File: config.mk
export PLATFORM = sky130hd
export DESIGN_NAME = link_lock_ctrl
export DESIGN_NICKNAME = d
export VERILOG_FILES = /design/src/rtl/lock_ctrl_pkg.sv /design/src/rtl/lk_down_timer.sv /design/src/rtl/lk_seq_fsm.sv /design/src/rtl/lk_clk_switch.sv /design/src/rtl/lk_out_stage.sv /design/src/rtl/link_lock_ctrl.sv
export SDC_FILE = /design/constraint.sdc
export NUM_CORES = 1
export LEC_CHECK = 0
export ABC_AREA = 0
export BUFFER_PORTS_ARGS = -buffer_cell sky130_fd_sc_hd__buf_2
export CAP_MARGIN = 10
export CORE_AREA = 4 4 68 70
export CTS_CLUSTER_SIZE = 25
export DETAILED_ROUTE_END_ITERATION = 10
export DIE_AREA = 0 0 72 74
export PLACE_DENSITY = 0.85
export SLEW_MARGIN = 20
export SYNTH_ARGS = -nofsm -noshare
export SYNTH_HDL_FRONTEND = slang
export SYNTH_SLANG_ARGS = --single-unit
File: constraint.sdc
create_clock -name clk -period 3.7 [get_ports clk]
set_clock_uncertainty 0.2 [all_clocks]
set_input_delay 0.37 -clock clk [delete_from_list [all_inputs] [get_ports clk]]
set_output_delay 0.37 -clock clk [all_outputs]
set_load 0.01 [all_outputs]
File: src/rtl/lock_ctrl_pkg.sv
package lock_ctrl_pkg;
  typedef enum logic [2:0] {
    ST_OFF    = 3'd0,
    ST_PLL    = 3'd1,
    ST_SEARCH = 3'd2,
    ST_SETTLE = 3'd3,
    ST_LOCKED = 3'd4
  } lk_state_t;

  typedef enum logic [1:0] {
    DM_HIZ   = 2'b00,
    DM_LOW   = 2'b01,
    DM_VALID = 2'b10
  } dmode_t;
endpackage

File: src/rtl/lk_down_timer.sv
module lk_down_timer #(
  parameter int WIDTH = 16
) (
  input  logic             clk,
  input  logic             rst_n,
  input  logic             load,
  input  logic [WIDTH-1:0] load_val,
  input  logic             dec,
  output logic             done
);
  logic [WIDTH-1:0] cnt;

  always_ff @(posedge clk or negedge rst_n) begin
    if (!rst_n)                 cnt <= '0;
    else if (load)              cnt <= load_val;
    else if (dec && cnt != '0)  cnt <= cnt - 1'b1;
  end

  assign done = (cnt == '0);


  timer_step_chk: assert property (@(posedge clk) disable iff (!rst_n)
    (dec && !load && cnt != '0) |=> (cnt == $past(cnt) - 1'b1));
endmodule

File: src/rtl/lk_seq_fsm.sv
module lk_seq_fsm
  import lock_ctrl_pkg::*;
#(
  parameter bit SPREAD = 1'b0
) (
  input  logic      clk,
  input  logic      rst_n,
  input  logic      pwr_on,
  input  logic      rx_active,
  input  logic      xword_hit,
  input  logic      phase_done,
  input  logic      wd_done,
  output lk_state_t state,
  output logic      phase_load,
  output logic      phase_pll_sel,
  output logic      phase_dec,
  output logic      wd_load,
  output logic      wd_dec
);
  lk_state_t nxt;
  lk_state_t found_st;

  generate
    if (SPREAD) begin : g_settle
      assign found_st = ST_SETTLE;
    end else begin : g_direct
      assign found_st = ST_LOCKED;
    end
  endgenerate

  always_comb begin
    nxt = state;
    if (!pwr_on) begin
      nxt = ST_OFF;
    end else begin
      unique case (state)
        ST_OFF:    nxt = ST_PLL;
        ST_PLL:    if (phase_done) nxt = ST_SEARCH;
        ST_SEARCH: if (rx_active && xword_hit) nxt = found_st;
        ST_SETTLE: begin
          if (!rx_active)      nxt = ST_SEARCH;
          else if (phase_done) nxt = ST_LOCKED;
        end
        ST_LOCKED: begin
          if (!rx_active)                nxt = ST_SEARCH;
          else if (wd_done && !xword_hit) nxt = ST_SEARCH;
        end
        default:   nxt = ST_OFF;
      endcase
    end
  end

  always_ff @(posedge clk or negedge rst_n) begin
    if (!rst_n) state <= ST_OFF;
    else        state <= nxt;
  end

  assign phase_load    = (state == ST_OFF) || (state == ST_SEARCH);
  assign phase_pll_sel = (state == ST_OFF);
  assign phase_dec     = (state == ST_PLL) || (state == ST_SETTLE);
  assign wd_load       = (state != ST_LOCKED) || xword_hit;
  assign wd_dec        = (state == ST_LOCKED);


  off_follow_chk: assert property (@(posedge clk) disable iff (!rst_n)
    !pwr_on |=> (state == ST_OFF));

  word_needs_activity_chk: assert property (@(posedge clk) disable iff (!rst_n)
    (state == ST_SEARCH && pwr_on && !rx_active) |=> (state == ST_SEARCH));

  activity_drop_chk: assert property (@(posedge clk) disable iff (!rst_n)
    (state == ST_LOCKED && !rx_active) |=> (state != ST_LOCKED));
endmodule

File: src/rtl/lk_clk_switch.sv
module lk_clk_switch (
  input  logic clk,
  input  logic rst_n,
  input  logic want_rec,
  output logic rec_q,
  output logic stretch_q
);
  always_ff @(posedge clk or negedge rst_n) begin
    if (!rst_n) begin
      rec_q     <= 1'b0;
      stretch_q <= 1'b0;
    end else begin
      rec_q     <= want_rec;
      stretch_q <= (want_rec != rec_q);
    end
  end


  stretch_follows_change_chk: assert property (@(posedge clk) disable iff (!rst_n)
    (want_rec != rec_q) |=> stretch_q);
endmodule

File: src/rtl/lk_out_stage.sv
module lk_out_stage
  import lock_ctrl_pkg::*;
(
  input  lk_state_t   state,
  input  logic        out_en,
  input  logic        rec_q,
  input  logic        stretch_q,
  output logic        lock_n,
  output logic        lock_drv,
  output logic [1:0]  data_mode,
  output logic        oclk_drv,
  output logic        oclk_rec,
  output logic        oclk_hold
);
  logic powered;
  logic locked;

  assign powered  = (state != ST_OFF);
  assign locked   = (state == ST_LOCKED);
  assign lock_drv = powered;
  assign lock_n   = !locked;
  assign oclk_drv = powered && out_en;
  assign oclk_rec = rec_q;
  assign oclk_hold = stretch_q && oclk_drv;

  always_comb begin
    if (!powered || !out_en) data_mode = DM_HIZ;
    else if (locked)         data_mode = DM_VALID;
    else                     data_mode = DM_LOW;
  end
endmodule

File: src/rtl/link_lock_ctrl.sv
module link_lock_ctrl
  import lock_ctrl_pkg::*;
#(
  parameter bit SPREAD         = 1'b0,
  parameter int LOCK_CYCLES    = 16928,
  parameter int SS_LOCK_CYCLES = 33600,
  parameter int SETTLE_CYCLES  = 288,
  parameter int SEARCH_LIMIT   = 4194304
) (
  input  logic       clk,
  input  logic       rst_n,
  input  logic       pwr_on,
  input  logic       rx_active,
  input  logic       xword_hit,
  input  logic       out_en,
  output logic       lock_n,
  output logic       lock_drv,
  output logic [1:0] data_mode,
  output logic       oclk_drv,
  output logic       oclk_rec,
  output logic       oclk_hold
);
  localparam int LOCK_N  = SPREAD ? SS_LOCK_CYCLES : LOCK_CYCLES;
  localparam int PH_MAX  = (LOCK_N > SETTLE_CYCLES) ? LOCK_N : SETTLE_CYCLES;
  localparam int PH_W    = $clog2(PH_MAX + 1);
  localparam int WD_W    = $clog2(SEARCH_LIMIT + 1);
  localparam logic [PH_W-1:0] PH_PLL_VAL    = PH_W'(LOCK_N - 1);
  localparam logic [PH_W-1:0] PH_SETTLE_VAL = PH_W'(SETTLE_CYCLES - 1);
  localparam logic [WD_W-1:0] WD_VAL        = WD_W'(SEARCH_LIMIT - 1);

  lk_state_t        state;
  logic             phase_load, phase_pll_sel, phase_dec, phase_done;
  logic             wd_load, wd_dec, wd_done;
  logic [PH_W-1:0]  phase_val;
  logic             rec_q, stretch_q;

  assign phase_val = phase_pll_sel ? PH_PLL_VAL : PH_SETTLE_VAL;

  lk_seq_fsm #(.SPREAD(SPREAD)) u_fsm (
    .clk(clk), .rst_n(rst_n), .pwr_on(pwr_on), .rx_active(rx_active),
    .xword_hit(xword_hit), .phase_done(phase_done), .wd_done(wd_done),
    .state(state), .phase_load(phase_load), .phase_pll_sel(phase_pll_sel),
    .phase_dec(phase_dec), .wd_load(wd_load), .wd_dec(wd_dec)
  );

  lk_down_timer #(.WIDTH(PH_W)) u_phase (
    .clk(clk), .rst_n(rst_n), .load(phase_load), .load_val(phase_val),
    .dec(phase_dec), .done(phase_done)
  );

  lk_down_timer #(.WIDTH(WD_W)) u_watch (
    .clk(clk), .rst_n(rst_n), .load(wd_load), .load_val(WD_VAL),
    .dec(wd_dec), .done(wd_done)
  );

  lk_clk_switch u_clk (
    .clk(clk), .rst_n(rst_n), .want_rec(state == ST_LOCKED),
    .rec_q(rec_q), .stretch_q(stretch_q)
  );

  lk_out_stage u_out (
    .state(state), .out_en(out_en), .rec_q(rec_q), .stretch_q(stretch_q),
    .lock_n(lock_n), .lock_drv(lock_drv), .data_mode(data_mode),
    .oclk_drv(oclk_drv), .oclk_rec(oclk_rec), .oclk_hold(oclk_hold)
  );


  lock_moves_clock_chk: assert property (@(posedge clk) disable iff (!rst_n)
    (lock_drv && $fell(lock_n)) |=> (oclk_rec && (oclk_hold || !oclk_drv)));

  powerup_ref_chk: assert property (@(posedge clk) disable iff (!rst_n)
    $rose(lock_drv) |-> (lock_n && !oclk_rec));

  valid_needs_lock_chk: assert property (@(posedge clk) disable iff (!rst_n)
    (data_mode == DM_VALID) |-> (!lock_n && oclk_drv));
endmodule

## After elaboration in Yosys (flattened, before gate mapping)

Cells that the tools add are included.

- Input port bits: 6
- Register bits: 43
- Logic and storage cells: 55
- Output and inout port bits: 7

- Reduce and logical (&&, ||, !) cells: 23
- Muxes and demuxes: 15
- $add $sub $neg: 2
- Eq/ne operators: 10

Operator list:

| operator | count |
|---|---|
| $mux 23 | 2 |
| $mux 15 | 3 |
| $logic_not 23->1 | 1 |
| $reduce_bool 23->1 | 1 |
| $sub 23x1->23 const B | 1 |
| $mux 3 | 7 |
| $logic_not 15->1 | 1 |
| $pmux 3 s5 | 1 |
| $reduce_bool 15->1 | 1 |
| $sub 15x1->15 const B | 1 |
| $ne 4x4->1 const B | 2 |
| $eq 3x2->1 const B | 2 |
| $logic_and 1x1->1 | 6 |
| $ne 3x3->1 const B | 2 |
| $logic_not 1->1 | 4 |
| $logic_or 1x1->1 | 4 |
| $mux 2 | 2 |
| $reduce_and 4->1 | 1 |
| $reduce_bool 2->1 | 2 |
| $eq 3x1->1 const B | 1 |
| $eq 3x3->1 const B | 1 |
| $logic_not 3->1 | 1 |
| $ne 3x2->1 const B | 1 |
| $reduce_bool 3->1 | 1 |
| $ne 1x1->1 | 1 |

## Logic depth before layout (Yosys ltp)

Gate-level depths: netlist (run 1).

- Word-level depth: 6
- Mapped depth: 8
- Gate-level depth less buffers: 7

## Modules after synthesis

Synthesis (run 1) repeated with hierarchy kept, for this count alone.

- Cell total of the unflattened synthesis: 320
- Area total of the unflattened synthesis: 2,761.4 µm²

Modules (own cells, without submodules):

| module | seq. area each (µm²) | area an instance (µm²) | cells each | times used |
|---|---|---|---|---|
| lk_down_timer (u_watch) | 575.6 | 1,432.6 | 166 | 1 |
| lk_down_timer (u_phase) | 375.4 | 948.4 | 113 | 1 |
| lk_seq_fsm | 75.1 | 235.2 | 27 | 1 |
| lk_out_stage | 0.0 | 62.6 | 7 | 1 |
| lk_clk_switch | 50.0 | 58.8 | 3 | 1 |
| link_lock_ctrl | 0.0 | 23.8 | 4 | 1 |

## Worst setup path before layout (run 1)

Ideal clock, no wire load.

- Path type: register to register
- Start point: register u_watch.cnt[17]
- End point: register u_watch.cnt[21]
- Period minus slack after synthesis: 2,646 ps
- Path slack: 1,054 ps
- Buffers on the path: 2
- Cell stages (with the launch flop): 8
- Setup time: 139 ps
- Arrival: 2,308 ps
- Required time: 3,361 ps
- Cell sequence: dfrtp_1 > buf_6 > or4_4 > or4_1 > buf_2 > o211ai_4 > nor4_1 > or4_1

- Longest elaborated chain between the ends: 3
- Elaborated cells between the ends (all ways): 6
- Those cells by class: add/sub: 1; mux: 2; reduce/logical: 3

Ends and longest elaborated chain:

| item | line | source |
|---|---|---|
| start, declared | lk_down_timer.sv:11 | `logic [WIDTH-1:0] cnt;` |
| start signal, assigned | lk_down_timer.sv:15 | `else if (load) cnt <= load_val;` |
| start signal, assigned | lk_down_timer.sv:16 | `else if (dec && cnt != '0) cnt <= cnt - 1'b1;` |
| $sub 23x1->23 / $reduce_bool 23->1 (equally long branches) | lk_down_timer.sv:16 |  |
| $mux 23 / $logic_and 1x1->1 (equally long branches) | lk_down_timer.sv:16 |  |
| $mux 23 / $reduce_bool 2->1 (equally long branches) | - |  |

Parallel ways exist; a longest one is shown, timed or not. The select of a mux whose other input is x is not followed.
A chain may end at the register's enable or synchronous reset.

## Worst setup path after layout (run 1)

- Start point: register u_watch.cnt[18]
- End point: register u_watch.cnt[21]

Same word-level chain as after synthesis.

==> results of run 1 <==
[flip-flops by register name, indices dropped and copies added (netlist names)]
| signal | cells |
|---|---|
| u_watch.cnt | 23 |
| u_phase.cnt | 15 |
| u_fsm.state | 3 |
| u_clk.rec_q | 1 |
| u_clk.stretch_q | 1 |
[how the worst max path moves through the flow]
stage	startpoint	to	slack, ns	cells after the start
2_1_floorplan	u_watch.cnt[17]	u_watch.cnt[21]	1.05	7
3_3_place_gp	u_watch.cnt[17]	u_watch.cnt[21]	0.84	5
3_5_place_dp	u_watch.cnt[18]	u_watch.cnt[21]	0.78	5
4_1_cts	u_watch.cnt[18]	u_watch.cnt[21]	0.76	5
5_1_grt	u_watch.cnt[9]	u_watch.cnt[21]	0.64	5
6_report	u_watch.cnt[18]	u_watch.cnt[21]	0.73	5
[per-layer routing]
metal	track usage	vias to the layer above	share of wire
met3	0.0459	9	0.067
li1	-	927	-
met1	0.268	906	0.47
met5	0	-	0
met2	0.290	85	0.45
met4	0.0522	0	0.012
[layout make-up]
class / count / area [um2]
clock buffer: 6 / 72.6
inverter: 11 / 41.3
sequential: 43 / 1080
fill: 307 / 1430
clock inverter: 1 / 30.0
tap: 50 / 62.6
timing repair buffer: 15 / 82.6
multi-input combinational: 187 / 1180
[cell families after synthesis]
| logic type | Yosys count |
|---|---|
| xor+xnor | 21 |
| buf+inv | 23 |
| compound gates | 40 |
| simple gates | 121 |
| flops | 43 |
| mux | 3 |
| fa+ha+maj | 2 |
[report_power, final]
part           switching (mW)  internal, mW  leakage, nW
Clock                   0.149         0.198       0.0513
Sequential             0.0269         0.488        0.453
Combinational          0.0597        0.0377        0.417
[critical path: stages, from the launching register on]
cell	delay [ns]
dfrtp_1	0.45
or4_4	0.53
or4_1	0.79
o211ai_4	0.32
nor4_1	0.07
or4_1	0.47
[synthesized netlist by cell type (2+ instances only)]
cell type	instances
mux2i_1	2
xnor2_1	13
a211oi_1	3
nor4b_1	2
or2_2	3
o21ai_0	9
nor2b_1	2
a21oi_1	5
or4_1	9
nor3_1	14
and3_1	3
or4_4	3
and2_1	4
clkbuf_1	9
nor2_1	23
or3_1	8
nand2_1	28
dfrtp_1	43
inv_1	11
nor4_1	7
o31ai_1	6
ha_1	2
nand3_1	6
xor2_1	8
o211ai_1	5
o41ai_1	2
nand2b_1	2
==> results by group, run 1 <==
Logic synthesis
  • Post-synthesis cell area: 2350 um2
  • Post-synth EDFFs: 0
  • Cells after Synth: 253
  • Cell accounting for the most synthesized area: dfrtp_1
  • Synth Area in Compound Gates: 0.122
  • Synth Area in Simple Gates: 0.278
  • Top_reg_cell synth: dfrtp_1
  • Count of different cell masters after synthesis: 48
  • Post-synthesis register bit count: between 40 and 50
  • YS warnings: 0
  • Ranking of synthesized cells by area: dfrtp_1 (46%), xnor2_1 (4.8%), nand2_1 (4.5%), nor2_1 (3.7%), nor3_1 (3.0%)
  • Post-synth net total: 261
  • Mux share of post-synthesis cell area: 0.0133
  • Main combinational cell family by area after synthesis: simple AND/OR/NAND/NOR gates
  • Yosys top cell area share: 0.457
  • Post-Syn Area per Cell: about 9.3 um2
  • Seq/Total Area, Yosys: 0.457
  • Post-Synth Adder-Cell Area: 0.0106
  • Asr flop ratio synth: 1.00
  • Synth Area in XOR/XNOR: 0.0782

Floorplan
  • Starting density of the core: 0.592
  • Die width: 72 um
  • Core area: 3970 um2
  • Die area: between 5000 and 6000 um2
  • Row Count: 23
  • Io pins: 13
  • Die Ht: ~74 um

GRT
  • Tot GR Track Use: 0.188
  • First-pass GRT wire length: 7950 um
  • Grt ovf: 0
  • Largest net degree at the start of global routing: 44
  • Antenna violations before repair: 0
  • Vias in the first global route: 1724

Clocking
  • Num CTS Buffers: 5
  • Number of H-tree levels: 2
  • Clk Latency, worst-skew pair: slightly below 0.3 ns
  • Post-CTS sizing: 0
  • Clk sink count: 43
  • CTS tree: built
  • CTS Buffer Depth: 2
  • Clock root buffer: clkbuf_8
  • Setup Fix Bufs, Post-CTS: 0
  • Clk pin slew, worst setup/hold paths: roughly 0.08 ns
  • Hold-fix buffer count after cts: 0

Route
  • Antenna viol nets, final: 0
  • DRC violations left: 0
  • Routed vias: 1927
  • DR WL/cell: 14.9 um
  • Initial drt markers: 142
  • Vias per cell: 6.16
  • DRT Pass-1 Iters: 5
  • Routed WL: around 4700 um

Layout
  • Non-Filler Instances: 313
  • Share of layout cells above drive strength 1: 0.122
  • Layout overhead on the synthesized area: 8.24%
  • Post-route cell area: about 2500 um2
  • Commonest non-fill, non-tap cell in the layout: dfrtp_1
  • Final Util: 0.641
  • Nets: around 270
  • Ant. Diodes: 0
  • Most frequent cells in the layout: dfrtp_1 (43), nand2_1 (28), nor2_1 (23)

STA
  • Final hold viol count: 0
  • Setup ws final: 0.732 ns
  • Period minus WS final: 2.97 ns
  • Final Setup Violations: 0
  • Fmax: 0.337 GHz
  • Tcrit/Tclk final: 0.802
  • Unrepaired setup endpoints after global routing: false
  • Final number of max-transition violations: 0
  • Setup TNS: 0 ns
  • Max_slew headroom: 0.383
  • Actual slew at the worst max-slew pin: 0.926 ns
  • Final hold slack: 0.000828 ns

Critical path
  • Reg2Reg Depth: 5
  • Crit path capture type: flop
  • CP required: 3.66 ns
  • R2R setup slack: 0.73 ns
  • RR Startpoint: u_watch.cnt[18]
  • CP Launch Type: flop
  • Critical-path maximum fanout: 14
  • Crit path kind: flop to flop
  • Worst EP arrival: between 2 and 3 ns
  • R2r endpoint: u_watch.cnt[21]

Status
  • Status: finished, final reports clean

Placed design
  • Gpl congestion: 0.909
  • HPWL Detailed: 3190 um
  • # placed instances: between 300 and 400
  • Port Buffers: 12
  • Post-place setup slack: 0.784 ns
  • DP Area: 2440 um2

Power
  • Static leakage: roughly 0.92 nW
  • Tot Pwr: around 0.96 mW
  • Maximum VDD drop: between 0.3 and 0.4 mV
  • Pwr Density: 377 nW/um2

Worst hold path
  • Worst hold path class: input port to async pin

Flow run
  • Max Cap Viol: 0
(Power assumes the default switching activity.)
==> run 2: changes to the inputs <==
--- a/config.mk
+++ b/config.mk
@@ -8,11 +8,11 @@
 export ABC_AREA = 0
 export BUFFER_PORTS_ARGS = -buffer_cell sky130_fd_sc_hd__buf_2
 export CAP_MARGIN = 10
-export CORE_AREA = 4 4 68 70
+export CORE_AREA = 4 4 72 74
 export CTS_CLUSTER_SIZE = 25
 export DETAILED_ROUTE_END_ITERATION = 10
-export DIE_AREA = 0 0 72 74
-export PLACE_DENSITY = 0.85
+export DIE_AREA = 0 0 76 78
+export PLACE_DENSITY = 0.8
 export SLEW_MARGIN = 20
 export SYNTH_ARGS = -nofsm -noshare
 export SYNTH_HDL_FRONTEND = slang
==> constraint.sdc (replaced) <==
create_clock -name clk -period 2.5 [get_ports clk]
set_clock_uncertainty 0.2 [all_clocks]
set_input_delay 0.25 -clock clk [delete_from_list [all_inputs] [get_ports clk]]
set_output_delay 0.25 -clock clk [all_outputs]
set_load 0.01 [all_outputs]
==> results by group, run 2 (synthesized netlist as in run 1, its figures left out) <==
Status
  • Status: finished with violations
  • Violated checks: setup timing

Route
  • DR WL/cell: 15.4 um (+3.6%)
  • Uppermost layer routed: met4
  • Routed vias: 2121 (+10%)
  • M1 WL: 2240 um (+2.7%)
  • Vias per cell: 5.92 (-3.8%)
  • Antenna viol nets, final: 0 (unchanged)
  • Initial drt markers: 127 (-11%)
  • DRT Pass-1 Iters: 4 (-1)
  • Routed WL: 5530 um (+19%)
  • DRC violations left: 0 (unchanged)
  • Metal3 WL: 218 um (-30%)
  • Met2 routed WL: 2920 um (+38%)

STA
  • Setup TNS: -0.0744 ns (-0.0744 ns)
  • Tcrit/Tclk final: 1.02 (+0.221)
  • Max_slew headroom: 0.676 (+0.293)
  • Actual slew at the worst max-slew pin: 0.480 ns (-0.446 ns)
  • Setup ws final: -0.0594 ns (-0.791 ns)
  • Final Setup Violations: 2 (+2)
  • Final number of max-transition violations: 0 (unchanged)
  • Period minus WS final: 2.56 ns (-0.409 ns)
  • Final hold viol count: 0 (unchanged)
  • Unrepaired setup endpoints after global routing: true
  • Fmax: 0.391 GHz (+16%)

Worst hold path
  • Worst hold path class: input port to flop

Critical path
  • Crit path kind: flop to flop
  • Worst EP arrival: 2.53 ns (-0.40 ns)
  • CP Launch Type: flop
  • CP required: 2.47 ns (-1.19 ns)
  • Crit path largest cell delay: 0.59 ns (-0.20 ns)
  • R2r endpoint: u_watch.cnt[21]
  • Critical path's slowest cell: or4_4
  • Reg2Reg Depth: 5 (unchanged)
  • Critical-path maximum fanout: 2 (-12)
  • CP Cell Sequence: or4_4, or4_4, o211ai_4, nor4_1, or4_1
  • Crit path capture type: flop
  • CP bufs+invs: 0 (unchanged)
  • RR Startpoint: u_watch.cnt[16]
  • Critical Path Stages: 5 (unchanged)
  • Crit-path most repeated cell: or4_4
  • CP top delay family: simple AND/OR/NAND/NOR gates
  • Worst Setup EP: u_watch.cnt[21]
  • R2R setup slack: -0.06 ns (-0.79 ns)
  • Critical Path Start: u_watch.cnt[16]

Layout
  • Final Util: 0.634 (-0.00741)
  • Top flop regs: u_watch.cnt (23), u_phase.cnt (15), u_fsm.state (3)
  • Ant. Diodes: 0 (unchanged)
  • Non-Filler Instances: 358 (+14%)
  • Commonest non-fill, non-tap cell in the layout: dfrtp_1
  • Nets: 311 (+15%)
  • Share of layout cells above drive strength 1: 0.257 (+0.135)
  • Most frequent cells in the layout: dfrtp_1 (43), buf_4 (40), nand2_1 (28)
  • Largest reg by FF count: u_watch.cnt
  • Layout overhead on the synthesized area: 23.9%
  • Max reg flops: 23 (unchanged)

Power
  • Comb pwr share: 0.116 (+0.015)
  • Int Pwr: 1.04 mW (+44%)
  • Clock power share: 0.344 (-0.018)
  • Static leakage: 1.12 nW (+21%)
  • Pwr Density: 479 nW/um2 (+27%)
  • Maximum VDD drop: 0.328 mV (-4.2%)
  • Seq pwr share: 0.540 (+0.003)
  • Net switching power: 0.357 mW (+51%)
  • Switching Share: 0.256 (+0.00978)

Floorplan
  • Core area: 4600 um2 (+16%)
  • Die Ht: 78 um (+5.4%)
  • Die width: 76 um (+5.6%)
  • Die area: 5930 um2 (+11%)
  • Starting density of the core: 0.512 (-0.0807)
  • Row Count: 25 (+8.7%)
  • Io pins: 13 (unchanged)

Placed design
  • HPWL Detailed: 3840 um (+20%)
  • Port Buffers: 12 (unchanged)
  • # placed instances: 345 (+13%)
  • Gpl congestion: 0.862 (-5.3%)

GRT
  • Grt ovf: 0 (unchanged)
  • Antenna violations before repair: 0 (unchanged)
  • Vias in the first global route: 2105 (+22%)
  • Largest net degree at the start of global routing: 24 (-45%)
  • Tot GR Track Use: 0.196 (+0.00763)
  • First-pass GRT wire length: 9480 um (+19%)

Clocking
  • Clock root buffer: clkbuf_8
  • Clk Latency, worst-skew pair: 0.30 ns (about the same)
  • Clk sink count: 43 (unchanged)
  • Clk pin slew, worst setup/hold paths: 0.08 ns (about the same)
  • Number of H-tree levels: 2 (unchanged)
  • Num CTS Buffers: 5 (unchanged)
  • CTS Buffer Depth: 2 (unchanged)
  • CTS tree: built

Flow run
  • Max Cap Viol: 0 (unchanged)
-- run 2: cell types whose count changed in the layout (fill, tap and decap cells not counted), moves of 2 or more --
cell	previous run	this run
buf_4	3	40
clkbuf_8	5	7
o21ai_0	9	6
o21ai_1	0	3
-- run 2: final cells by class --
| class | instances | area (um2) |
|---|---|---|
| Tap cell | 54 | 67.6 |
| Clock buffer | 8 | 100 |
| Sequential cell | 43 | 1080 |
| Multi-Input combinational cell | 187 | 1230 |
| Timing Repair Buffer | 55 | 402 |
| Inverter | 11 | 41.3 |
| Fill cell | 366 | 1680 |
-- run 2: through the flow --
step / power, mW / cell area (um2) / hold slack [ns] / worst slack (ns)
2_1_floorplan: 0.860 / 2360 / -0.246 / -0.145
3_3_place_gp: 0.921 / 2730 / 0.0299 / -0.0281
3_5_place_dp: 0.927 / 2730 / 0.0211 / -0.0811
4_1_cts: 1.41 / 2880 / 0.0355 / -0.0639
5_1_grt: 1.47 / 2910 / 0.0382 / -0.130
6_report: 1.40 / 2910 / 0.0376 / -0.0594
-- run 2: power by group through the flow --
stage,clock [mW],sequential [mW],combinational (mW)
global placement,0,0.766,0.154
CTS,0.491,0.754,0.161
global route,0.523,0.759,0.186
detailed placement,0,0.768,0.159
finish,0.481,0.754,0.161
floorplan,0,0.760,0.0995
-- run 2: how the worst min path moves through the flow --
stage	depth (start not counted)	from	endpoint
global placement	1	rst_n	u_phase.cnt[3]
global route	2	pwr_on	u_fsm.state[0]
CTS	2	pwr_on	u_fsm.state[0]
finish	2	pwr_on	u_fsm.state[0]
floorplan	0	rst_n	u_clk.rec_q
detailed placement	1	rst_n	u_phase.cnt[4]
-- run 2: timing repair --
action                                 CTS  global route
endpoints found under the hold margin   20             0
setup buffers                            4             0
setup endpoints to repair                3            25
resized for setup                        2            10
hold buffers                             1             0
pin swaps                                5             2
-- run 2: per-layer routing --
| layer | global-route usage | up-vias |
|---|---|---|
| li1 | - | 1001 |
| met1 | 0.232 | 1040 |
| met2 | 0.345 | 63 |
| met3 | 0.0464 | 17 |
| met4 | 0.0676 | 0 |
| met5 | 0 | - |
